==> config.mk <==
export PLATFORM = sky130hd
export DESIGN_NAME = retaddr_guard
export DESIGN_NICKNAME = d
export VERILOG_FILES = /design/src/rtl/retaddr_guard_pkg.sv /design/src/rtl/retaddr_guard_lifo.sv /design/src/rtl/retaddr_guard_ctrl.sv /design/src/rtl/retaddr_guard.sv
export SDC_FILE = /design/constraint.sdc
export NUM_CORES = 1
export LEC_CHECK = 0
export BUFFER_PORTS_ARGS = -buffer_cell sky130_fd_sc_hd__buf_2
export CAP_MARGIN = 20
export CORE_UTILIZATION = 45
export DETAILED_ROUTE_END_ITERATION = 16
export MAX_ROUTING_LAYER = met4
export SYNTH_ARGS = -nofsm -noshare
export SYNTH_HDL_FRONTEND = slang
export SYNTH_HIERARCHICAL = 1
export SYNTH_SLANG_ARGS = --single-unit
==> constraint.sdc <==
create_clock -name clk -period 7 [get_ports clk]
set_clock_uncertainty 0.1 [all_clocks]
set_input_delay 0.35 -clock clk [delete_from_list [all_inputs] [get_ports clk]]
set_output_delay 0.35 -clock clk [all_outputs]
set_load 0.01 [all_outputs]
==> src/rtl/retaddr_guard_pkg.sv <==
package retaddr_guard_pkg;

    typedef enum logic [2:0] {
        CAUSE_NONE     = 3'd0,
        CAUSE_MISMATCH = 3'd1,
        CAUSE_UNDER    = 3'd2,
        CAUSE_OVER     = 3'd3,
        CAUSE_STRAY    = 3'd4
    } cause_e;

endpackage

==> src/rtl/retaddr_guard_lifo.sv <==
module retaddr_guard_lifo #(
    parameter int AW    = 32,
    parameter int DEPTH = 16,
    localparam int IW   = (DEPTH > 1) ? $clog2(DEPTH) : 1
) (
    input  logic          clk,
    input  logic          rst_n,
    input  logic          push_en,
    input  logic [IW-1:0] push_idx,
    input  logic [AW-1:0] push_data,
    input  logic [IW-1:0] rd_idx,
    output logic [AW-1:0] top_data
);

    logic [AW-1:0] slot_d [DEPTH];
    logic [AW-1:0] slot_q [DEPTH];

    for (genvar g = 0; g < DEPTH; g++) begin : g_slot
        always_comb begin
            slot_d[g] = slot_q[g];
            if (push_en && (push_idx == IW'(g))) begin
                slot_d[g] = push_data;
            end
        end

        always_ff @(posedge clk or negedge rst_n) begin
            if (!rst_n) begin
                slot_q[g] <= '0;
            end else begin
                slot_q[g] <= slot_d[g];
            end
        end
    end

    assign top_data = slot_q[rd_idx];

    // a push always targets an existing slot
    p_push_in_range_r1: assert property (@(posedge clk) disable iff (!rst_n)
        push_en |-> (int'(push_idx) < DEPTH));

    // the pushed word is what the slot holds afterwards
    p_push_lands_r1: assert property (@(posedge clk) disable iff (!rst_n)
        push_en |=> (slot_q[$past(push_idx)] == $past(push_data)));

endmodule

==> src/rtl/retaddr_guard_ctrl.sv <==
module retaddr_guard_ctrl
    import retaddr_guard_pkg::*;
#(
    parameter int AW    = 32,
    parameter int DEPTH = 16,
    localparam int IW   = (DEPTH > 1) ? $clog2(DEPTH) : 1,
    localparam int DW   = $clog2(DEPTH + 1)
) (
    input  logic          clk,
    input  logic          rst_n,
    input  logic          chk_en,
    input  logic          call_vld,
    input  logic [AW-1:0] call_addr,
    input  logic          ret_vld,
    input  logic [AW-1:0] ret_addr,
    input  logic          stray_wr,
    input  logic          fault_clr,
    input  logic [AW-1:0] top_data,
    output logic          push_en,
    output logic [IW-1:0] push_idx,
    output logic [AW-1:0] push_data,
    output logic [IW-1:0] rd_idx,
    output logic          grant,
    output logic          fault,
    output cause_e        cause,
    output logic [DW-1:0] depth
);

    typedef struct packed {
        logic          grant;
        logic          fault;
        cause_e        cause;
        logic [DW-1:0] depth;
    } state_t;

    state_t st_d, st_q;

    logic [DW-1:0] depth_m1;
    logic [DW-1:0] after_ret;
    logic          ret_bad;

    assign depth_m1  = st_q.depth - DW'(1);
    assign rd_idx    = depth_m1[IW-1:0];
    assign push_data = call_addr;

    always_comb begin
        st_d       = st_q;
        st_d.grant = 1'b0;
        push_en    = 1'b0;
        push_idx   = '0;
        after_ret  = st_q.depth;
        ret_bad    = 1'b0;

        if (fault_clr) begin
            st_d.fault = 1'b0;
            st_d.cause = CAUSE_NONE;
        end else if (!chk_en) begin
            st_d.grant = ret_vld;
        end else if (st_q.fault) begin
            st_d = st_q;
            st_d.grant = 1'b0;
        end else if (stray_wr) begin
            st_d.fault = 1'b1;
            st_d.cause = CAUSE_STRAY;
        end else begin
            if (ret_vld) begin
                if (st_q.depth == '0) begin
                    st_d.fault = 1'b1;
                    st_d.cause = CAUSE_UNDER;
                    ret_bad    = 1'b1;
                end else if (ret_addr != top_data) begin
                    st_d.fault = 1'b1;
                    st_d.cause = CAUSE_MISMATCH;
                    ret_bad    = 1'b1;
                end else begin
                    st_d.grant = 1'b1;
                    after_ret  = depth_m1;
                end
            end
            if (call_vld && !ret_bad) begin
                if (after_ret == DW'(DEPTH)) begin
                    st_d.fault = 1'b1;
                    st_d.cause = CAUSE_OVER;
                end else begin
                    push_en   = 1'b1;
                    push_idx  = after_ret[IW-1:0];
                    after_ret = after_ret + DW'(1);
                end
            end
            st_d.depth = after_ret;
        end
    end

    always_ff @(posedge clk or negedge rst_n) begin
        if (!rst_n) begin
            st_q <= '{grant: 1'b0, fault: 1'b0, cause: CAUSE_NONE, depth: '0};
        end else begin
            st_q <= st_d;
        end
    end

    assign grant = st_q.grant;
    assign fault = st_q.fault;
    assign cause = st_q.cause;
    assign depth = st_q.depth;

    // accepted lone call grows the stack by one
    p_push_grows_r1: assert property (@(posedge clk) disable iff (!rst_n)
        (chk_en && !fault && !fault_clr && !stray_wr && call_vld && !ret_vld
         && (depth < DW'(DEPTH))) |=> (depth == $past(depth) + DW'(1)));

    // a differing return never yields a grant
    p_mismatch_blocks_r3: assert property (@(posedge clk) disable iff (!rst_n)
        (chk_en && !fault && !fault_clr && !stray_wr && ret_vld
         && (depth != '0) && (ret_addr != top_data))
        |=> (fault && !grant && (cause == CAUSE_MISMATCH)));

    // a push on a full stack faults and does not wrap
    p_no_overflow_r4: assert property (@(posedge clk) disable iff (!rst_n)
        (chk_en && !fault && !fault_clr && !stray_wr && call_vld && !ret_vld
         && (depth == DW'(DEPTH))) |=> (fault && (cause == CAUSE_OVER) && (depth == DW'(DEPTH))));

    // a pop on an empty stack faults
    p_no_underflow_r5: assert property (@(posedge clk) disable iff (!rst_n)
        (chk_en && !fault && !fault_clr && !stray_wr && ret_vld && (depth == '0))
        |=> (fault && !grant && (cause == CAUSE_UNDER) && (depth == '0)));

    // stray writes never reach the storage
    p_stray_rejected_r6: assert property (@(posedge clk) disable iff (!rst_n)
        (chk_en && !fault && !fault_clr && stray_wr)
        |-> (!push_en ##1 (fault && (cause == CAUSE_STRAY) && $stable(depth))));

    // bypass grants every return and leaves the stack untouched
    p_bypass_r7: assert property (@(posedge clk) disable iff (!rst_n)
        (!chk_en && !fault_clr) |-> (!push_en ##1 (grant == $past(ret_vld) && $stable(depth))));

    // fault stays until cleared, stack frozen while checking
    p_sticky_r8: assert property (@(posedge clk) disable iff (!rst_n)
        (fault && !fault_clr) |=> (fault && $stable(depth)));

    // clear takes effect on the next cycle
    p_clear_r8: assert property (@(posedge clk) disable iff (!rst_n)
        fault_clr |=> (!fault && (cause == CAUSE_NONE) && !grant));

    // depth bounded by the parameter
    p_depth_bound_r10: assert property (@(posedge clk) disable iff (!rst_n)
        int'(depth) <= DEPTH);

endmodule

==> src/rtl/retaddr_guard.sv <==
module retaddr_guard
    import retaddr_guard_pkg::*;
#(
    parameter int AW    = 32,
    parameter int DEPTH = 16,
    localparam int IW   = (DEPTH > 1) ? $clog2(DEPTH) : 1,
    localparam int DW   = $clog2(DEPTH + 1)
) (
    input  logic          clk,
    input  logic          rst_n,
    input  logic          chk_en,
    input  logic          call_vld,
    input  logic [AW-1:0] call_addr,
    input  logic          ret_vld,
    input  logic [AW-1:0] ret_addr,
    input  logic          stray_wr,
    input  logic          fault_clr,
    output logic          ret_grant,
    output logic          fault,
    output logic [2:0]    fault_cause,
    output logic [DW-1:0] depth
);

    logic          push_en;
    logic [IW-1:0] push_idx;
    logic [AW-1:0] push_data;
    logic [IW-1:0] rd_idx;
    logic [AW-1:0] top_data;
    cause_e        cause;

    retaddr_guard_lifo #(
        .AW    (AW),
        .DEPTH (DEPTH)
    ) i_lifo (
        .clk       (clk),
        .rst_n     (rst_n),
        .push_en   (push_en),
        .push_idx  (push_idx),
        .push_data (push_data),
        .rd_idx    (rd_idx),
        .top_data  (top_data)
    );

    retaddr_guard_ctrl #(
        .AW    (AW),
        .DEPTH (DEPTH)
    ) i_ctrl (
        .clk       (clk),
        .rst_n     (rst_n),
        .chk_en    (chk_en),
        .call_vld  (call_vld),
        .call_addr (call_addr),
        .ret_vld   (ret_vld),
        .ret_addr  (ret_addr),
        .stray_wr  (stray_wr),
        .fault_clr (fault_clr),
        .top_data  (top_data),
        .push_en   (push_en),
        .push_idx  (push_idx),
        .push_data (push_data),
        .rd_idx    (rd_idx),
        .grant     (ret_grant),
        .fault     (fault),
        .cause     (cause),
        .depth     (depth)
    );

    assign fault_cause = cause;

    // a grant only follows a return or bypass in the previous cycle
    p_grant_follows_ret_r2: assert property (@(posedge clk) disable iff (!rst_n)
        ret_grant |-> $past(ret_vld));

    // a granted checked return shrinks the stack by one
    p_grant_pops_r2: assert property (@(posedge clk) disable iff (!rst_n)
        (ret_grant && $past(chk_en) && !$past(call_vld)) |-> (depth == $past(depth) - DW'(1)));

endmodule

==> results of run 1 <==
==> through the flow <==
step                      cells  util (%)
after floorplan            1591         -
after global placement     2267      48.5
after detailed placement   2267      48.5
final                      2375      52.1
after global routing       2375      52.1
after CTS                  2373      52.0
==> worst min-delay path by stage <==
stage                       startpoint                 end
global placement    i_lifo/slot_q[390]  i_lifo/slot_q[390]
floorplan                        rst_n     i_ctrl/cause[0]
detailed placement  i_lifo/slot_q[370]  i_lifo/slot_q[370]
finish                        call_vld     i_ctrl/cause[0]
global route                  call_vld     i_ctrl/cause[0]
CTS                           call_vld     i_ctrl/cause[0]
==> synthesized netlist by cell type, drive strengths merged, types with 3 or more instances <==
cell    count
dfrtp     522
mux2      512
mux4      128
buf        99
clkbuf     66
a22oi      64
nand2      44
xor2       34
nor2       27
nor4       11
inv         8
mux2i       6
nand2b      6
nor3        6
nand3b      5
o21ai       5
a21oi       4
ha          4
nand3       4
nor2b       4
o31ai       4
or3         4
nand4       3
==> timing repair <==
item,CTS,global route
buffers inserted,0,0
hold endpoints to repair,123,0
endpoints found under the setup margin,0,0
hold buffers,6,0
==> power groups by stage <==
stage | Clock, mW | Combinational [mW] | Sequential, mW
3_3_place_gp | 0 | 1.81 | 3.19
6_report | 2.90 | 1.80 | 3.14
3_5_place_dp | 0 | 1.82 | 3.19
4_1_cts | 2.98 | 1.83 | 3.14
5_1_grt | 3.09 | 1.92 | 3.15
2_1_floorplan | 0 | 1.11 | 3.17
==> logic make-up (layout without fill, tap and decap cells) <==
family          Yosys count  after routing  synth area share, %
flops                   522            522                 53.7
other cells               0              1                    0
fa+ha+maj                 4              4                0.206
compound gates           88             88                 2.74
simple gates            123            123                 2.84
buf+inv                 173            268                 3.49
mux                     646            646                 35.8
xor+xnor                 35             35                 1.26
==> registers in the layout, indices dropped and copies added (netlist names) <==
register / flops
i_lifo/slot_q: 512
i_ctrl/fault: 1
i_ctrl/depth: 5
i_ctrl/grant: 1
i_ctrl/cause: 3
==> routing by layer <==
metal	track usage, %	vias to the layer above	share of wire [%]
met1	32.9	7527	47
met3	3.49	92	3.5
met4	6.35	0	2.5
met5	-	-	0
li1	-	5968	-
met2	35.0	256	47
==> critical path: cells and delay by family, from the launching register on <==
family                     cells  cell delay [ps]
buffers and inverters          3              640
muxes                          1              360
xor gates and xnor gates       3              790
DFF                            1              510
AOI/OAI and AO/OA              2              250
and+or+nand+nor               10             3490
adders and majority gates      1              220
==> final cells by class <==
class | count | area share, %
Antenna cell | 1 | 0.00907
Clock buffer | 90 | 6.24
Clock inverter | 10 | 0.299
Inverter | 8 | 0.154
Multi-Input combinational cell | 896 | 38.1
Sequential cell | 522 | 47.3
Tap cell | 688 | 3.12
Timing Repair Buffer | 160 | 4.70
==> metrics.md, run 1 <==
| Metric | Value |
|---|---|
| # port buffers | `80` |
| Most frequent cells in the layout | `dfrtp_1, mux2_2, mux4_2` |
| Unique masters post-synth | `49` |
| Antenna violations before repair | `1` |
| DIE WIDTH | `235 microns` |
| DP HPWL | `36,900 microns` |
| Yosys warns | `6` |
| Min Tclk post-route | `6520 ps` |
| Syn_nets | `1,666` |
| Final Slew Violations | `0` |
| Net switching power figure | `2.37 mW` |
| First-pass GRT wire length | `92,400 microns` |
| DRT Wirelength | `59,700 microns` |
| Vias | `13,800` |
| Layout cells sized above 1 | `53.8%` |
| Leading area contributor after synthesis | `dfrtp_1` |
| Multi-input combinational cell area | `0.0105 sq mm` |
| Post-synth top area share | `53.7%` |
| Worst setup EP type | `register` |
| Final #Nets | `1,720` |
| WP data arrival | `6900 ps` |
| Final setup viols | `0` |
| Num rows | `84` |
| Worst slew pin tran | `956 ps` |
| Starting density of the core | `45.9%` |
| Slew headroom | `36.3%` |
| Hold WC Path Type | `primary input to register` |
| Leak Pwr | `13.4 nW` |
| TNS Setup | `0 ps` |
| Maximum vdd drop | `0.195 mV` |
| Vias in the first global route | `14,700` |
| Overflow left after global routing | `0` |
| Post-CTS sizing | `0` |
| Post-route design area | `0.0276 sq mm` |
| Mapped Area | `0.0243 sq mm` |
| Final critical-path share of the clock period | `93.1%` |
| First DRT Iteration DRCs | `823` |
| Final WS setup | `481 ps` |
| WP data required | `7380 ps` |
| Max_cap viols | `0` |
| Hold Path Cell Cnt | `4` |
| CP peak stage delay | `650 ps` |
| Part of the power in registers | `40.0%` |
| CTS buffer count | `57` |
| Clk_lat worst skew | `610 ps` |
| RSZ-0062 raised after global routing | `no` |
| Core Footprint | `0.0530 sq mm` |
| Cell Pwr Density | `284 mW/mm^2` |
| Fillcell total | `4,470` |
| Reg-to-Reg End | `i_lifo/slot_q[459]` |
| RR Startpoint | `i_ctrl/depth[2]` |
| Primary FF master, synth | `dfrtp_1` |
| RePlAce Congestion | `0.909` |
| Max Root-Sink Buffers | `3` |
| Global Route Usage Sum | `23.2%` |
| Crit path launch type | `register` |
| Synth Instances | `1,591` |
| Hold_ws | `75.9 ps` |
| Critical path destination | `i_lifo/slot_q[459]` |
| Worst Reg-to-Reg Cells | `20` |
| Critical path startpoint | `i_ctrl/depth[2]` |
| DR DRC count | `0` |
| Count of final hold-check violations | `0` |
| CP Cell Sequence | `nor3_1, xor2_1, nor2b_4, buf_4, a22oi_1, nand2_1, xor2_1, nor4_2, nand4_2, nor3_2, xnor2_1, inv_1, ha_1, o311ai_2, nor2b_1, and2_1, nand2b_1, nand2b_2, buf_4, mux2_2` |
| Via-to-Cell Ratio | `5.83` |
| Crit Path Max Fanout | `13` |
| Clock root buffer | `clkbuf_16` |
| Top cells by area, synth | `dfrtp_1, mux2_2, mux4_2, a22oi_1, buf_2` |
| Pre-CTS WS | `537 ps` |
| Largest net degree at the start of global routing | `134` |
| Run status | `completed` |
| Clock power frac | `37.0%` |
| CTS Sinks | `522` |
| Int Power | `5.48 mW` |
| Register area | `0.0131 sq mm` |
| Flop2flop setup slack | `480 ps` |
| Syn avg cell area | `15.3 sq um` |
| Antenna viol nets, final | `0` |
| Async SR Flop Fraction | `100%` |
| Layout area overhead | `13.4%` |
| Placed instance area | `0.0257 sq mm` |
| Die Span Y | `235 microns` |
| Setup CP Type | `register to register` |
| 1st-pass router iterations | `6` |
| Routed length per instance | `25.1 microns` |
| Critical-path top delay cell | `nor2b_4` |
| DIE AREA | `0.0550 sq mm` |
| Synth Register Bits | `522` |
| Power, Total | `7.84 mW` |
| Logic pwr share | `23.0%` |
| H-tree depth reported by CTS | `2` |
| Achievable Freq | `153 MHz` |
| Most common cell after layout, fill and taps aside | `dfrtp_1` |
| Switching share of power | `30.2%` |
| CTS tree | `done` |
| Clock-pin slew on the worst setup and hold paths | `60 ps` |
| Seq/Total Area, Yosys | `53.7%` |
| Top-level I/O count | `81` |
| Number of flops mapped to enable cells by yosys | `0` |
(Power assumes the default switching activity.)
==> run 2, diff against run 1 <==
--- a/config.mk
+++ b/config.mk
@@ -8,7 +8,10 @@
 export BUFFER_PORTS_ARGS = -buffer_cell sky130_fd_sc_hd__buf_2
 export CAP_MARGIN = 20
+export CELL_PAD_IN_SITES_DETAIL_PLACEMENT = 2
+export CELL_PAD_IN_SITES_GLOBAL_PLACEMENT = 2
 export CORE_UTILIZATION = 45
 export DETAILED_ROUTE_END_ITERATION = 16
 export MAX_ROUTING_LAYER = met4
+export PLACE_DENSITY_LB_ADDON = 0.1
 export SYNTH_ARGS = -nofsm -noshare
 export SYNTH_HDL_FRONTEND = slang
==> constraint.sdc (replaced) <==
create_clock -name clk -period 7 [get_ports clk]
set_clock_uncertainty 0.1 [all_clocks]
set_input_delay 0.35 -clock clk [delete_from_list [all_inputs] [get_ports clk]]
set_output_delay 0.35 -clock clk [all_outputs]
set_load 0.005 [all_outputs]
==> run 2 against run 1 <==
Against the previous run: fmax fell by 2.8%; first-iteration DRC count decreased by 7.9%; global-route usage is 3.7 points higher; highest routed layer unchanged; worst setup slack worse by 190 ps; die area stayed put; routed wire length rose by 15%; sequential share of layout area grew 0.092 points; utilization fell by 0.10 points; clock power about the same; power grew 0.48%; sequential cell count stayed put; design area shrank 0.19%.
==> metrics.md, run 2 (synthesis gave the netlist of run 1 again) <==
| Metric | Value |
|---|---|
| Run status | `completed` |
| Fillcell total | `4,778` |
| Via-to-Cell Ratio | `5.92` |
| Starting density of the core | `45.9%` |
| Largest net degree at the start of global routing | `178` |
| # port buffers | `80` |
| Worst slew pin tran | `1150 ps` |
| Routed length per instance | `29.1 microns` |
| CP Cell Sequence | `inv_8, ha_1, inv_6, buf_12, buf_4, mux4_2, a22oi_1, nand2_1, xor2_1, nor4_2, nand4_4, nor3_2, xnor2_1, inv_1, ha_1, o311ai_2, ha_1, inv_1, nor2_1, nand2b_1, nor2_4, buf_12, mux2_2` |
| Hold WC Path Type | `primary input to register` |
| Count of final hold-check violations | `0` |
| Antenna violations before repair | `4` |
| DP HPWL | `42,400 microns` |
| Core Footprint | `0.0530 sq mm` |
| Clock-pin slew on the worst setup and hold paths | `50 ps` |
| Pre-CTS WS | `428 ps` |
| Clk_lat worst skew | `610 ps` |
| WP data required | `7370 ps` |
| Top reg by flops | `i_lifo/slot_q` |
| Most common cell after layout, fill and taps aside | `dfrtp_1` |
| CTS Sinks | `522` |
| DIE WIDTH | `235 microns` |
| Cells after DPL | `2,257` |
| Final setup viols | `0` |
| Setup CP Type | `register to register` |
| Vias | `14,000` |
| H-tree depth reported by CTS | `2` |
| Critical path startpoint | `i_ctrl/depth[0]` |
| Final WS setup | `290 ps` |
| First-pass GRT wire length | `106,000 microns` |
| Worst setup EP type | `register` |
| Cell mode on critical path | `ha_1` |
| Final critical-path share of the clock period | `95.9%` |
| # Post-CTS Setup Buffers | `0` |
| CP top delay family | `simple AND/OR/NAND/NOR gates` |
| DIE AREA | `0.0550 sq mm` |
| Post-Layout Cell Count | `2,369` |
| Clock root buffer | `clkbuf_16` |
| TNS Setup | `0 ps` |
| Achievable Freq | `149 MHz` |
| Most frequent cells in the layout | `dfrtp_1, mux2_2, mux4_2` |
| Critical-path top delay cell | `nor4_2` |
| Max Root-Sink Buffers | `3` |
| First DRT Iteration DRCs | `758` |
| Overflow left after global routing | `0` |
| CTS tree | `done` |
| Final #Nets | `1,709` |
| Num rows | `84` |
| Hold Startpoint | `ret_vld` |
| Largest register FFs | `512` |
| WP data arrival | `7080 ps` |
| Layout cells sized above 1 | `53.1%` |
| Top-level I/O count | `81` |
| CP peak stage delay | `630 ps` |
| CTS buffer count | `57` |
| Min Tclk post-route | `6710 ps` |
| Maximum vdd drop | `0.185 mV` |
| Die Span Y | `235 microns` |
| Final Slew Violations | `0` |
| 1st-pass router iterations | `4` |
| Leak Pwr | `13.4 nW` |
| DRT Wirelength | `69,000 microns` |
| CP bufs+invs | `7` |
| RSZ-0062 raised after global routing | `no` |
| DR DRC count | `0` |
| Max_cap viols | `0` |
| Layout area overhead | `13.2%` |
| Vias in the first global route | `16,100` |
| Global Route Usage Sum | `26.9%` |
| Antenna viol nets, final | `0` |
| Crit path launch type | `register` |
| RR Startpoint | `i_ctrl/depth[0]` |
| Crit Path Max Fanout | `28` |
| RePlAce Congestion | `0.794` |
| Slew headroom | `23.0%` |
| Cell Pwr Density | `286 mW/mm^2` |
[run 2: cell types whose count changed in the layout (fill, tap and decap cells not counted), sizes merged]
cell / change
buf: -11
inv: -1
clkbuf: +5
diode: +3
clkinv: -2
[run 2: cell type report]
| cell class | count | area, sq um | share of cell area [%] |
|---|---|---|---|
| clock buffers | 95 | 1700 | 6.17 |
| flip-flops and latches | 522 | 13100 | 47.4 |
| clock inverters | 7 | 71.3 | 0.259 |
| repair buffers | 149 | 1270 | 4.61 |
| inverters | 8 | 42.5 | 0.154 |
| multi-input cells | 896 | 10500 | 38.2 |
| diodes | 4 | 10.0 | 0.0363 |
| well taps | 688 | 861 | 3.13 |
[run 2: worst register-to-register path: stages (launching register included)]
cell      delay (ps)
dfrtp_1          520
inv_8            130
ha_1             390
inv_6            320
buf_12           310
buf_4            250
mux4_2           320
a22oi_1          270
nand2_1          100
xor2_1           180
nor4_2           630
nand4_4          250
nor3_2           350
xnor2_1          230
inv_1             80
ha_1             220
o311ai_2         110
ha_1             220
inv_1             40
nor2_1           300
nand2b_1         290
nor2_4           320
buf_12           240
mux2_2           420
[run 2: power by group]
group	switching [mW]	leakage [nW]	total (mW)	internal (mW)
combinational	1.16	5.26	1.85	0.696
clock	1.21	0.865	2.88	1.67
sequential	0.0556	7.23	3.14	3.09
total	2.42	13.4	7.88	5.46
[run 2: path summary, 6_finish.rpt]
| path | endpoint | slack [ps] | cells past startpoint |
|---|---|---|---|
| max | i_lifo/slot_q[328] | 290 | 23 |
| min | i_ctrl/cause[1] | 60 | 3 |
| max reg2reg | i_lifo/slot_q[328] | 290 | 23 |
| min reg2reg | i_lifo/slot_q[370] | 390 | 1 |
| max in group asynchronous | i_lifo/slot_q[210] | 5130 | 3 |
| min in group asynchronous | i_lifo/slot_q[102] | 150 | 2 |
[run 2: layer usage]
layer	GRT usage [%]	wire length, microns	part of all wire, %
met1	36.2	31000	45
met2	43.1	34200	50
met3	3.20	2020	2.9
met4	8.04	1730	2.5
met5	-	0	0
[run 2: through the flow]
stage	util (%)	instance area, sq um	hold WS, ps	power [mW]
floorplan	-	24300	-45.6	4.28
global placement	48.5	25700	220	5.04
detailed placement	48.5	25700	210	5.07
CTS	52.0	27500	24.9	8.01
global route	52.0	27500	63.9	8.20
finish	52.0	27500	57.4	7.88
[run 2: timing repair]
item                                   4_1_cts  5_1_grt
hold buffers                                 6        0
endpoints found under the hold margin       58        0
setup endpoints to repair                    0        0
resized for setup                            0        0
==> run 3, diff against run 2 <==
- BUFFER_PORTS_ARGS: -buffer_cell sky130_fd_sc_hd__buf_2 -> unset
- DONT_BUFFER_PORTS: unset -> 1
==> run 3 against run 2 <==
Against the previous run: the flow now finishes with violations (hold timing, slew limit); non-clock buffer count fell by 48; combinational power is 6% lower; utilization increased by 0.10 points; via count shrank 1.9%; sequential cell count unchanged; register-to-register slack gained 160 ps; routed wire length fell by 4.3%; hold slack worse by 700 ps; design area rose by 0.20%; power about the same; clock power rose by 4%; final cell count down 2.2%.
==> metrics.md, run 3 (synthesis gave the netlist of run 1 again) <==
| Metric | Value |
|---|---|
| Failing checks | `hold timing, slew limit` |
| Fillcell total | `4,721` |
| First-pass GRT wire length | `103,000 microns` |
| First DRT Iteration DRCs | `699` |
| Run status | `finished, violations left` |
| DRT Wirelength | `66,000 microns` |
| Antenna violations before repair | `1` |
| Layout cells sized above 1 | `50.1%` |
| Cell Pwr Density | `286 mW/mm^2` |
| CP bufs+invs | `6` |
| 1st-pass router iterations | `4` |
| Top-level I/O count | `81` |
| Post-route design area | `0.0276 sq mm` |
| Count of final hold-check violations | `522` |
| Vias in the first global route | `16,000` |
| DR DRC count | `0` |
| RePlAce Congestion | `0.749` |
| Final Slew Violations | `354` |
| Multi-input combinational cell area | `0.0105 sq mm` |
| Crit Path Max Fanout | `48` |
| Max Root-Sink Buffers | `3` |
| Max_cap viols | `0` |
| Top reg by flops | `i_lifo/slot_q` |
| Largest net degree at the start of global routing | `523` |
| Cells after DPL | `2,173` |
| Final WS setup | `451 ps` |
| CP Cell Sequence | `inv_8, ha_1, inv_6, buf_12, mux4_2, a22oi_1, nand2_1, xor2_1, nor4_2, buf_4, nand4_4, nor3_2, xnor2_1, inv_1, ha_1, o311ai_2, nor2b_1, and2_1, nand2b_1, nor2_4, buf_12, mux2_2` |
| Leak Pwr | `13.2 nW` |
| Antenna viol nets, final | `0` |
| Vias | `13,800` |
| Crit path launch type | `register` |
| Achievable Freq | `153 MHz` |
| Worst slew pin tran | `2240 ps` |
| Most frequent cells in the layout | `dfrtp_1, mux2_2, mux4_2` |
| Num rows | `84` |
| Most common cell after layout, fill and taps aside | `dfrtp_1` |
| Hold WC Path Type | `primary input to asynchronous set/reset pin` |
| Min Tclk post-route | `6550 ps` |
| DP HPWL | `40,000 microns` |
| Starting density of the core | `45.9%` |
| Final critical-path share of the clock period | `93.6%` |
| Overflow left after global routing | `0` |
| Hold_ws | `-647 ps` |
| Setup CP Type | `register to register` |
| Layout area overhead | `13.4%` |
| WP data arrival | `6940 ps` |
| CTS Sinks | `522` |
| Routed length per instance | `28.5 microns` |
| Power, Total | `7.88 mW` |
| Clock-pin slew on the worst setup and hold paths | `60 ps` |
| Via-to-Cell Ratio | `5.94` |
| CTS tree | `done` |
| # port buffers | `0` |
| Global Route Usage Sum | `25.9%` |
| Hold_buf cts | `42` |
| Post-Layout Cell Count | `2,318` |
| Clk_lat worst skew | `630 ps` |
| Largest register FFs | `512` |
| Critical-path top delay cell | `dfrtp_1` |
| CTS buffer count | `57` |
| Final setup viols | `0` |
| H-tree depth reported by CTS | `2` |
| Register area | `0.0131 sq mm` |
| Ant. Diodes | `0` |
| Final #Nets | `1,661` |
| Finished Core Util | `52.1%` |
| CP top delay family | `simple AND/OR/NAND/NOR gates` |
| CP peak stage delay | `580 ps` |
| Clock root buffer | `clkbuf_16` |
| Die Span Y | `235 microns` |
| RSZ-0062 raised after global routing | `no` |
| Worst setup EP type | `register` |
| WP data required | `7390 ps` |
| Placed instance area | `0.0253 sq mm` |
| DIE WIDTH | `235 microns` |
| Core Footprint | `0.0530 sq mm` |
| TNS Setup | `0 ps` |
| DIE AREA | `0.0550 sq mm` |
| Pre-CTS WS | `360 ps` |
| Slew headroom | `-49.1%` |
| Maximum vdd drop | `0.227 mV` |
## run 3: cell count changes in the layout (fill, tap and decap cells not counted), moves of 2 or more
cell           delta
bufinv_16         +2
clkbuf_1          -8
clkinv_2          +4
diode_2           -4
buf_12            +4
buf_2            -79
clkinvlp_4        +2
dlygate4sd3_1    +36
buf_4             -8
## run 3: layer usage
layer	global-route usage (%)	wire length (microns)	share of wire, %
met5	-	0	0
met4	6.51	1530	2.3
met3	4.83	2810	4.3
met2	42.5	33100	50
met1	33.2	28600	43
## run 3: final timing paths
kind                                     from            endpoint  slack [ps]  cells after the start
setup / recovery              i_ctrl/depth[0]  i_lifo/slot_q[290]         450                     22
hold / removal                          rst_n  i_lifo/slot_q[489]        -650                      0
setup reg to reg              i_ctrl/depth[0]  i_lifo/slot_q[290]         450                     22
hold reg to reg            i_lifo/slot_q[390]  i_lifo/slot_q[390]         380                      1
max in group asynchronous               rst_n  i_lifo/slot_q[345]        5700                      0
min in group clk                     stray_wr     i_ctrl/depth[3]          50                      2
## run 3: cell type report
type / count / area share [%]
inverters: 8 / 0.154
flip-flops and latches: 522 / 47.3
repair buffers: 101 / 4.49
well taps: 688 / 3.12
clock buffers: 87 / 6.05
multi-input cells: 896 / 38.2
clock inverters: 16 / 0.685
## run 3: report_power, final
group	internal (mW)	leakage, nW	switching, mW
sequential	3.09	7.23	0.0521
clock	1.75	0.909	1.25
combinational	0.659	5.09	1.08
## run 3: timing repair
action	in CTS	in global routing
buffers inserted	0	0
setup endpoints to repair	0	39
resized for setup	0	1
hold endpoints to repair	1044	522
## run 3: worst reg2reg max path: cells and delay by family (launching register included)
family	cells	cell delay, ps
adders and majority gates	2	630
and+or+nand+nor	8	2280
buffers and inverters	6	1190
DFF	1	580
muxes	2	800
AOI/OAI and AO/OA	2	450
xor gates and xnor gates	2	370
